===== config.mk =====
export PLATFORM = sky130hd
export DESIGN_NAME = ext_bus_decoder
export DESIGN_NICKNAME = d
export VERILOG_FILES = /design/src/rtl/ext_bus_decoder.sv
export SDC_FILE = /design/constraint.sdc
export NUM_CORES = 1
export LEC_CHECK = 0
export BUFFER_PORTS_ARGS = -buffer_cell sky130_fd_sc_hd__buf_2
export CORE_MARGIN = 4
export CORE_UTILIZATION = 34
export CTS_CLUSTER_SIZE = 40
export DETAILED_ROUTE_END_ITERATION = 12
export PLACE_DENSITY = 0.84
export SLEW_MARGIN = 10
export SYNTH_ARGS = -nofsm -noshare
export SYNTH_HDL_FRONTEND = slang
export SYNTH_SLANG_ARGS = --single-unit

===== constraint.sdc =====
create_clock -name clk -period 2.2 [get_ports clk]
set_clock_uncertainty 0.1 [all_clocks]
set_input_delay 0.44 -clock clk [delete_from_list [all_inputs] [get_ports clk]]
set_output_delay 0.44 -clock clk [all_outputs]
set_load 0.01 [all_outputs]

===== src/rtl/ext_bus_decoder.sv =====
module ext_bus_decoder #(
  parameter int          DW        = 8,
  parameter int          LCD_RS_W  = 5,
  parameter logic [DW-1:0] IDLE_BYTE = 8'hFF
) (
  input  logic                 clk,
  input  logic                 rst_n,
  input  logic                 ale,
  input  logic                 rd_n,
  input  logic                 wr_n,
  input  logic [DW-1:0]        addr_hi,
  input  logic [DW-1:0]        ad_in,
  output logic [DW-1:0]        ad_out,
  output logic                 ad_oe,
  input  logic [DW-1:0]        ram_rdata,
  input  logic [DW-1:0]        lcd_rdata,
  input  logic [DW-1:0]        adc_rdata,
  output logic                 ram_ce_n,
  output logic                 lcd_ce_n,
  output logic                 dac_ce_n,
  output logic                 adc_ce_n,
  output logic [2*DW-2:0]      ram_addr,
  output logic [LCD_RS_W-1:0]  lcd_reg
);
  localparam int AW = 2 * DW;

  logic [DW-1:0] lo_q;
  logic [DW-1:0] lo;
  logic [AW-1:0] addr;
  logic          top, b6, b5;
  logic          ram_hit, lcd_hit, dac_hit, adc_hit;

  always_ff @(posedge clk or negedge rst_n)
    if (!rst_n)   lo_q <= '0;
    else if (ale) lo_q <= ad_in;

  assign lo   = ale ? ad_in : lo_q;
  assign addr = {addr_hi, lo};
  assign top  = addr[AW-1];
  assign b6   = addr[6];
  assign b5   = addr[5];

  assign ram_hit = top;
  assign lcd_hit = !top && !b6 && !b5;
  assign dac_hit = !top && !b6 &&  b5;
  assign adc_hit = !top &&  b6 && !b5;

  assign ram_ce_n = !ram_hit;
  assign lcd_ce_n = !lcd_hit;
  assign dac_ce_n = !(dac_hit && !wr_n);
  assign adc_ce_n = !(adc_hit && !rd_n);

  assign ram_addr = addr[AW-2:0];
  assign lcd_reg  = addr[LCD_RS_W-1:0];

  assign ad_oe = !rd_n && !ale;

  always_comb begin
    if      (ram_hit) ad_out = ram_rdata;
    else if (lcd_hit) ad_out = lcd_rdata;
    else if (adc_hit) ad_out = adc_rdata;
    else              ad_out = IDLE_BYTE;
  end
endmodule


Word-level counts from Yosys, hierarchy flattened
Cells that the tools add are included.
- register bits after elaboration: 8
- input port bits: 45
- output and inout port bits: 33
- word-level logic and storage cells: 22
- mux-type cells: 4
- reductions and logical operators: 17
- operators with widths (cell ; count):
    $mux W8 ; 4
    $logic_not A1 Y1 ; 9
    $logic_and A1 B1 Y1 ; 8

Logic depth before layout (Yosys ltp)
Gate-level depths: netlist of run 1.
- depth in word-level cells: 6
- mapped depth: 4
- gate-level depth less buffers: 3

Least setup slack after synthesis of run 1
No wires, ideal clock.
- path type: input port to output port
- from: in addr_hi[7]
- to: out ad_out[0]
- arrival: 1.333 ns
- required time: 1.660 ns
- slack: 0.327 ns
- stages on the path: 4
- path buffers: 1
- cell sequence: buf_4 -> inv_2 -> a31oi_2 -> o221a_1
- longest elaborated chain between the ends: 6
- elaborated cells between the ends (all ways): 8
- classes of those cells: mux (3); reduce/logical (5)
- ends and longest elaborated chain (what ; line ; RTL):
    from (decl) ; 11 ; input logic [DW-1:0] addr_hi,
    $logic_not A1 Y1 * ; n/a ;
    named net ram_ce_n ; 18 ; output logic ram_ce_n,
    $logic_and A1 B1 Y1 (2 in a row) ; 46 ; assign adc_hit = !top && b6 && !b5;
    $mux W8 ; 61 ; else if (adc_hit) ad_out = adc_rdata;
    $mux W8 * ; 60 ; else if (lcd_hit) ad_out = lcd_rdata;
    $mux W8 * ; 59 ; if (ram_hit) ad_out = ram_rdata;
    to (decl) ; 13 ; output logic [DW-1:0] ad_out,
The timed path passes the listed nets; every way through them passes the cells marked *.

Worst setup path after layout of run 1
- from: in ale
- to: out dac_ce_n
- longest elaborated chain between the ends: 6
- ends and longest elaborated chain (what ; line ; RTL):
    from (decl) ; 8 ; input logic ale,
    $mux W8 * ; 37 ; assign lo = ale ? ad_in : lo_q;
    $logic_not A1 Y1 ; 45 ; assign dac_hit = !top && !b6 && b5;
    $logic_and A1 B1 Y1 ; 45 ;
    $logic_and A1 B1 Y1 * ; 45 ;
    $logic_and A1 B1 Y1 * ; 50 ; assign dac_ce_n = !(dac_hit && !wr_n);
    $logic_not A1 Y1 * ; 50 ;
    to (decl) ; 20 ; output logic dac_ce_n,
Every way passes the cells marked *; elsewhere a longest branch is shown, timed or not.

==> results.py, run 1 <==
metrics = {
    "clock_tree": {
        "htreeDepth": 1,
        "clk_path_buf_depth": 2,
        "cts_tree": "built",
        "cts_root_buffer": "clkbuf_4",
        "numCtsBuffers": 3,
        "clk_latency_ns": 0.24,
        "clock-sinks": 8,
        "clk_pin_slew_ns": 0.05,
    },
    "finish": {
        "reg_top3": "lo_q x8",
        "fill_cells": 160,
        "antenna_cells": 0,
        "areaGrowthSynthToFinish_pct": 44.77,
        "final_cell_mix": "buf_2, o221a_1, dfrtp_1",
        "regMostFlops": "lo_q",
        "largest_reg_flops": 8,
        "utilization_pct": 52.62,
        "final_nets": 157,
        "drive_above_1_share_pct": 70.91,
        "final_common_cell": "buf_2",
    },
    "floorplan": {
        "start_util_pct": 36.34,
        "io_pins": 78,
        "die_area_sq_um": 2621,
        "die_h_um": 51.20,
        "rows": 15,
        "core_area_sq_um": 1745,
        "die_x_um": 51.20,
    },
    "global_routing": {
        "grt_overflow": 0,
        "grt_use_total_pct": 12.64,
        "grt_max_degree": 12,
        "grt_pass1_vias": 631,
        "antenna_found_initial": 0,
        "grt_pass1_wl_um": 2559,
    },
    "synthesis": {
        "seq_area_frac_synth_pct": 31.56,
        "ys_warn_count": 0,
        "syn_area_sq_um": 634.4,
        "synth_area_per_cell_sq_um": 11.33,
        "synth_nets": 101,
        "ys_types": 18,
        "syn_inst": 56,
        "ys_ff_latch": 8,
    },
    "job": {
        "drv_cap": 0,
    },
    "hold_path": {
        "hold_depth": 2,
        "hold_path.class": "input port to register",
    },
    "place": {
        "gp_congestion": 0.7114,
        "numPortBuffers": 63,
    },
    "pwr": {
        "p_int_uw": 311.8,
        "p_leak_nw": 0.4578,
        "clock_power_share_pct": 23.9,
        "p_sw_share_pct": 29.06,
        "finalPower_uw": 439.6,
        "combPwrFrac_pct": 37.7,
        "power_switching_uw": 127.7,
        "p_seq_share_pct": 38.4,
        "peakVddDrop_mv": 0.2695,
        "p_per_area_nw_per_um2": 478.7,
    },
    "route": {
        "initialDrtViolationCount": 5,
        "via_count": 638,
        "firstDrtPassIters": 3,
        "routedWlPerCell_um": 12.78,
        "drc": 0,
        "drt-total-wl_um": 1725,
        "route.antenna.remaining_nets": 0,
        "vias_per_cell": 4.726,
    },
    "timing": {
        "max-slew-margin-rel_pct": 71.72,
        "fmax_ghz": 0.4758,
        "slew_violations": 0,
        "timing_hold_violations_final": 0,
        "rsz0062_at_grt": "false",
        "setup_violations": 0,
        "finalSetupTns_ns": 0,
        "worstMarginPinSlew_ns": 0.4229,
        "fin_crit_ns": 2.102,
        "fin_crit_sh_pct": 95.54,
    },
    "critical_path": {
        "startpoint_type": "input port",
        "arrival_ns": 1.56,
        "slowest_delay_ns": 0.47,
        "crit_fanout": 7,
        "cp_common_cell": "buf_2",
        "path_class": "input port to output pin",
        "cpMaxStageDelayCell": "or4b_1",
        "critPathCaptureType": "output pin",
        "crit_path_cell_trace": "buf_2 -> mux2_4 -> or4b_1 -> buf_2",
        "crit_required_ns": 1.66,
        "reg2regPathDepth": 1,
    },
    "run_status": {
        "status": "complete, no violations",
    },
}
## final cells by class
cell class                      instances  area, sq um  share of cell area, %
Clock buffer                            3        22.52                  2.452
Inverter                                1        3.754                 0.4087
Multi-Input combinational cell         33        327.8                  35.69
Sequential cell                         8        200.2                  21.80
Tap cell                               25        31.28                  3.406
Timing Repair Buffer                   65        332.8                  36.24
## path summary, 6_finish.rpt
check	startpoint	endpoint	slack (ns)
max in group asynchronous	rst_n	lo_q[3]	1.38
worst min-delay path	ad_in[7]	lo_q[7]	0.34
worst max register to register	lo_q[5]	lo_q[5]	1.29
min in group asynchronous	rst_n	lo_q[2]	0.46
worst min register to register	lo_q[7]	lo_q[7]	0.40
worst max-delay path	ale	dac_ce_n	0.1
## metal layers
layer  wire (um)  up-vias  track usage, %
met5           0        -               0
met4           0        0           6.726
met3         340        0           4.373
met2         832       54           23.18
met1         551      280           12.23
li1            -      304               -
## synthesized netlist by cell type
master,count,area (sq um)
mux2_4,1,15.01
or2_1,1,6.260
nor3b_2,1,12.51
nand2b_1,5,31.28
a31oi_2,1,12.51
nor4_1,1,6.260
or4b_1,1,10.01
and3b_4,1,12.51
mux2_1,3,33.78
inv_2,1,3.750
buf_6,1,11.26
dfrtp_1,8,200.2
o221a_1,8,90.09
mux2_2,4,45.04
buf_4,13,97.59
nor2_1,2,7.510
o21ai_4,1,16.27
or2b_1,3,22.52
## logic make-up (layout without fill, tap and decap cells)
kind of cell           count (synthesis)  count (layout)  share of synthesized area (%)
AOI/OAI and AO/OA                     10              10                          18.74
and+or+nand+nor                       15              15                          17.16
muxes                                  8               8                          14.79
buffers and inverters                 15              69                          17.75
DFF                                    8               8                          31.56
## worst max-delay path, delay by kind of cell
kind / cells / cell delay, ns
buf+inv: 2 / 0.32
simple gates: 1 / 0.47
mux: 1 / 0.32
## power groups by stage
stage          clock network (mW)  logic [mW]  registers (mW)
2_1_floorplan                   0       0.113           0.168
3_5_place_dp                    0       0.166           0.171
3_3_place_gp                    0       0.164           0.169
6_report                    0.105       0.166           0.169
5_1_grt                     0.119       0.182           0.171
4_1_cts                     0.113       0.168           0.168
## metrics by stage
stage          worst slack (ns)  instances  hold slack (ns)  area, sq um
2_1_floorplan            0.3268         56          0.04441        634.4
3_3_place_gp             0.1409        131           0.1876        879.6
3_5_place_dp             0.1000        131           0.1887        879.6
4_1_cts                 0.09346        135           0.3313        912.1
5_1_grt                 0.02817        135           0.3477        918.4
6_report                0.09823        135           0.3435        918.4
## what timing repair did
action	4_1_cts	5_1_grt
setup endpoints to repair	0	8
buffers inserted	0	0
hold endpoints to repair	8	0
gates resized for setup	0	1
hold buffers	1	0
No activity file was read; power rests on OpenSTA's default activity.
==> run 2: changes to the inputs <==
ABC_AREA = 1   (was unset)
CORE_UTILIZATION = 37   (was 34)
CTS_BUF_LIST = sky130_fd_sc_hd__clkbuf_16   (was unset)
==> results.py, run 2 <==
metrics = {
    "place": {
        "gp_congestion": 0.7718,
        "hpwl_um": 1844,
        "place_area_sq_um": 974.7,
        "numPortBuffers": 63,
    },
    "synthesis": {
        "syn_inst": 117,
        "yosysMostFrequentCell": "nand2_1",
        "synth_area_per_cell_sq_um": 6.363,
        "ys_ff_latch": 8,
        "seq_area_frac_synth_pct": 26.89,
        "ys_types": 15,
        "yosys.area.top_type_share_pct": 26.89,
        "ys_warn_count": 0,
        "synth.area.top_cells": "dfrtp_1, nand2_1, buf_4",
        "yosys-top-cells-count": "nand2_1, inv_1, buf_4, nand4_1",
        "syn_area_sq_um": 744.5,
        "synth_nets": 162,
        "synth_edf_count": 0,
        "yosys_most_used_dff": "dfrtp_1",
        "synth_area_leader_cell": "dfrtp_1",
        "synth-async-reset-ratio_pct": 100.0,
    },
    "route": {
        "firstDrtPassIters": 4,
        "initialDrtViolationCount": 13,
        "via_count": 884,
        "dr_wl_met3_um": 98,
        "routedWlPerCell_um": 11.74,
        "dr_wl_met2_um": 1254,
        "routed.top_layer": "met4",
        "drt-total-wl_um": 2290,
        "vias_per_cell": 4.533,
        "route.antenna.remaining_nets": 0,
        "drc": 0,
        "drt-met1-wl_um": 879,
    },
    "timing": {
        "timing_hold_violations_final": 0,
        "fin_crit_ns": 2.031,
        "fmax_ghz": 0.4924,
        "max-slew-margin-rel_pct": 81.61,
        "finalSetupTns_ns": 0,
        "setup_violations": 0,
        "worstMarginPinSlew_ns": 0.2758,
        "slew_violations": 0,
        "fin_crit_sh_pct": 92.30,
        "rsz0062_at_grt": "false",
    },
    "critical_path": {
        "crit_path_cell_trace": "clkbuf_4 -> inv_2 -> nand2_2 -> nand3_2 -> nor2_4 -> nand2_1 -> nand3_1 -> nand2_1 -> buf_2",
        "arrival_ns": 1.49,
        "startpoint_type": "input port",
        "r2r_setup_slack_ns": 1.35,
        "crit_fanout": 12,
        "path_class": "input port to output pin",
        "slowest_delay_ns": 0.21,
        "cp_common_cell": "nand2_1",
        "worstReg2RegEnd": "lo_q[6]",
        "crit_required_ns": 1.66,
        "critPathTopFamily": "simple AND/OR/NAND/NOR gates",
        "critPathCaptureType": "output pin",
        "reg2regPathDepth": 2,
        "rr_startpoint": "lo_q[6]",
        "critical_path_buf_inv_count": 3,
        "cpMaxStageDelayCell": "clkbuf_4",
    },
    "finish": {
        "areaGrowthSynthToFinish_pct": 42.69,
        "drive_above_1_share_pct": 44.71,
        "reg_top3": "lo_q x8",
        "final_common_cell": "buf_2",
        "final_cell_mix": "buf_2, nand2_1, inv_1",
        "fill_cells": 184,
        "stdcell_area_sq_um": 1062,
        "utilization_pct": 58.35,
        "regMostFlops": "lo_q",
        "antenna_cells": 0,
        "largest_reg_flops": 8,
        "final_nets": 217,
    },
    "clock_tree": {
        "htreeDepth": 1,
        "cts_tree": "built",
        "clock-sinks": 8,
        "clk_path_buf_depth": 2,
        "cts_root_buffer": "clkbuf_16",
        "clk_pin_slew_ns": 0.03,
        "numCtsBuffers": 3,
        "clk_latency_ns": 0.23,
        "cts_setup_buffers": 0,
    },
    "floorplan": {
        "die_h_um": 52.86,
        "die_x_um": 52.86,
        "start_util_pct": 40.89,
        "io_pins": 78,
        "core_area_sq_um": 1821,
        "die_area_sq_um": 2794,
        "rows": 15,
    },
    "hold_path": {
        "worstHoldStart": "ad_in[3]",
        "whs_endpoint": "lo_q[3]",
        "hold_path.class": "input port to register",
        "hold_depth": 3,
    },
    "run_status": {
        "status": "complete, no violations",
    },
    "global_routing": {
        "grt_pass1_wl_um": 3339,
        "grt_pass1_vias": 783,
        "grt_max_degree": 17,
        "antenna_found_initial": 0,
        "grt_use_total_pct": 16.18,
        "grt_overflow": 0,
    },
    "pwr": {
        "p_leak_nw": 0.6751,
        "peakVddDrop_mv": 0.3353,
        "p_per_area_nw_per_um2": 607.4,
    },
    "job": {
        "drv_cap": 0,
    },
}
run 2: cell count changes after synthesis, moves of 2 or more:
cell	delta
mux2_1	-3
inv_1	+20
nand4_1	+9
mux2_2	-4
or2b_1	-3
nand3_1	+8
buf_6	+2
o221a_1	-8
nand2_1	+46
nand2b_1	-5
nand2_2	+3
run 2: area by class of cell:
cell class	count	area, sq um	share of cell area, %
inverter	22	83.83	7.892
sequential	8	200.2	18.85
timing repair buffer	65	335.3	31.57
clock buffer	3	75.07	7.067
multi-input combinational	72	336.6	31.68
tap	25	31.28	2.945
run 2: worst max-delay path by stage:
stage	from	endpoint	slack (ns)	cells past startpoint
6_report	ale	ad_out[7]	0.17	9
3_5_place_dp	ale	ad_out[7]	0.11	9
4_1_cts	ale	ad_out[7]	0.11	9
2_1_floorplan	addr_hi[7]	ad_out[0]	0.54	7
3_3_place_gp	ale	ad_out[1]	0.19	9
5_1_grt	ale	ad_out[4]	0.04	9
run 2: through the flow:
stage	hold WS [ns]	worst slack, ns	power (mW)	std cells
2_1_floorplan	0.04441	0.5358	0.2881	117
4_1_cts	0.3563	0.1081	0.6530	195
6_report	0.3574	0.1693	0.6453	195
5_1_grt	0.3790	0.04025	0.6803	195
3_3_place_gp	0.1847	0.1919	0.3428	191
3_5_place_dp	0.1900	0.1131	0.3486	191
run 2: worst register-to-register path, cell delays in order (launching register included):
cell and delay (ns):
dfrtp_1 0.36, nand2_2 0.08, nand2_2 0.15
run 2: kinds of logic after synthesis:
family	share of synthesized area (%)
and+or+nand+nor	44.03
buffers and inverters	27.90
DFF	26.89
AOI/OAI and AO/OA	1.177
run 2: where the power goes:
part,internal [mW],switching [mW]
sequential,0.161,0.00435
combinational,0.0757,0.107
clock,0.234,0.0636
run 2: what timing repair did:
action,4_1_cts,5_1_grt
endpoints found under the hold margin,8,0
endpoints found under the setup margin,0,6
hold buffers,1,0
resized for setup,0,1
run 2: metal layers:
metal / track usage (%) / up-vias
li1: - / 457
met1: 17.81 / 392
met2: 28.72 / 25
met3: 1.972 / 10
met4: 10.64 / 0
met5: 0 / -
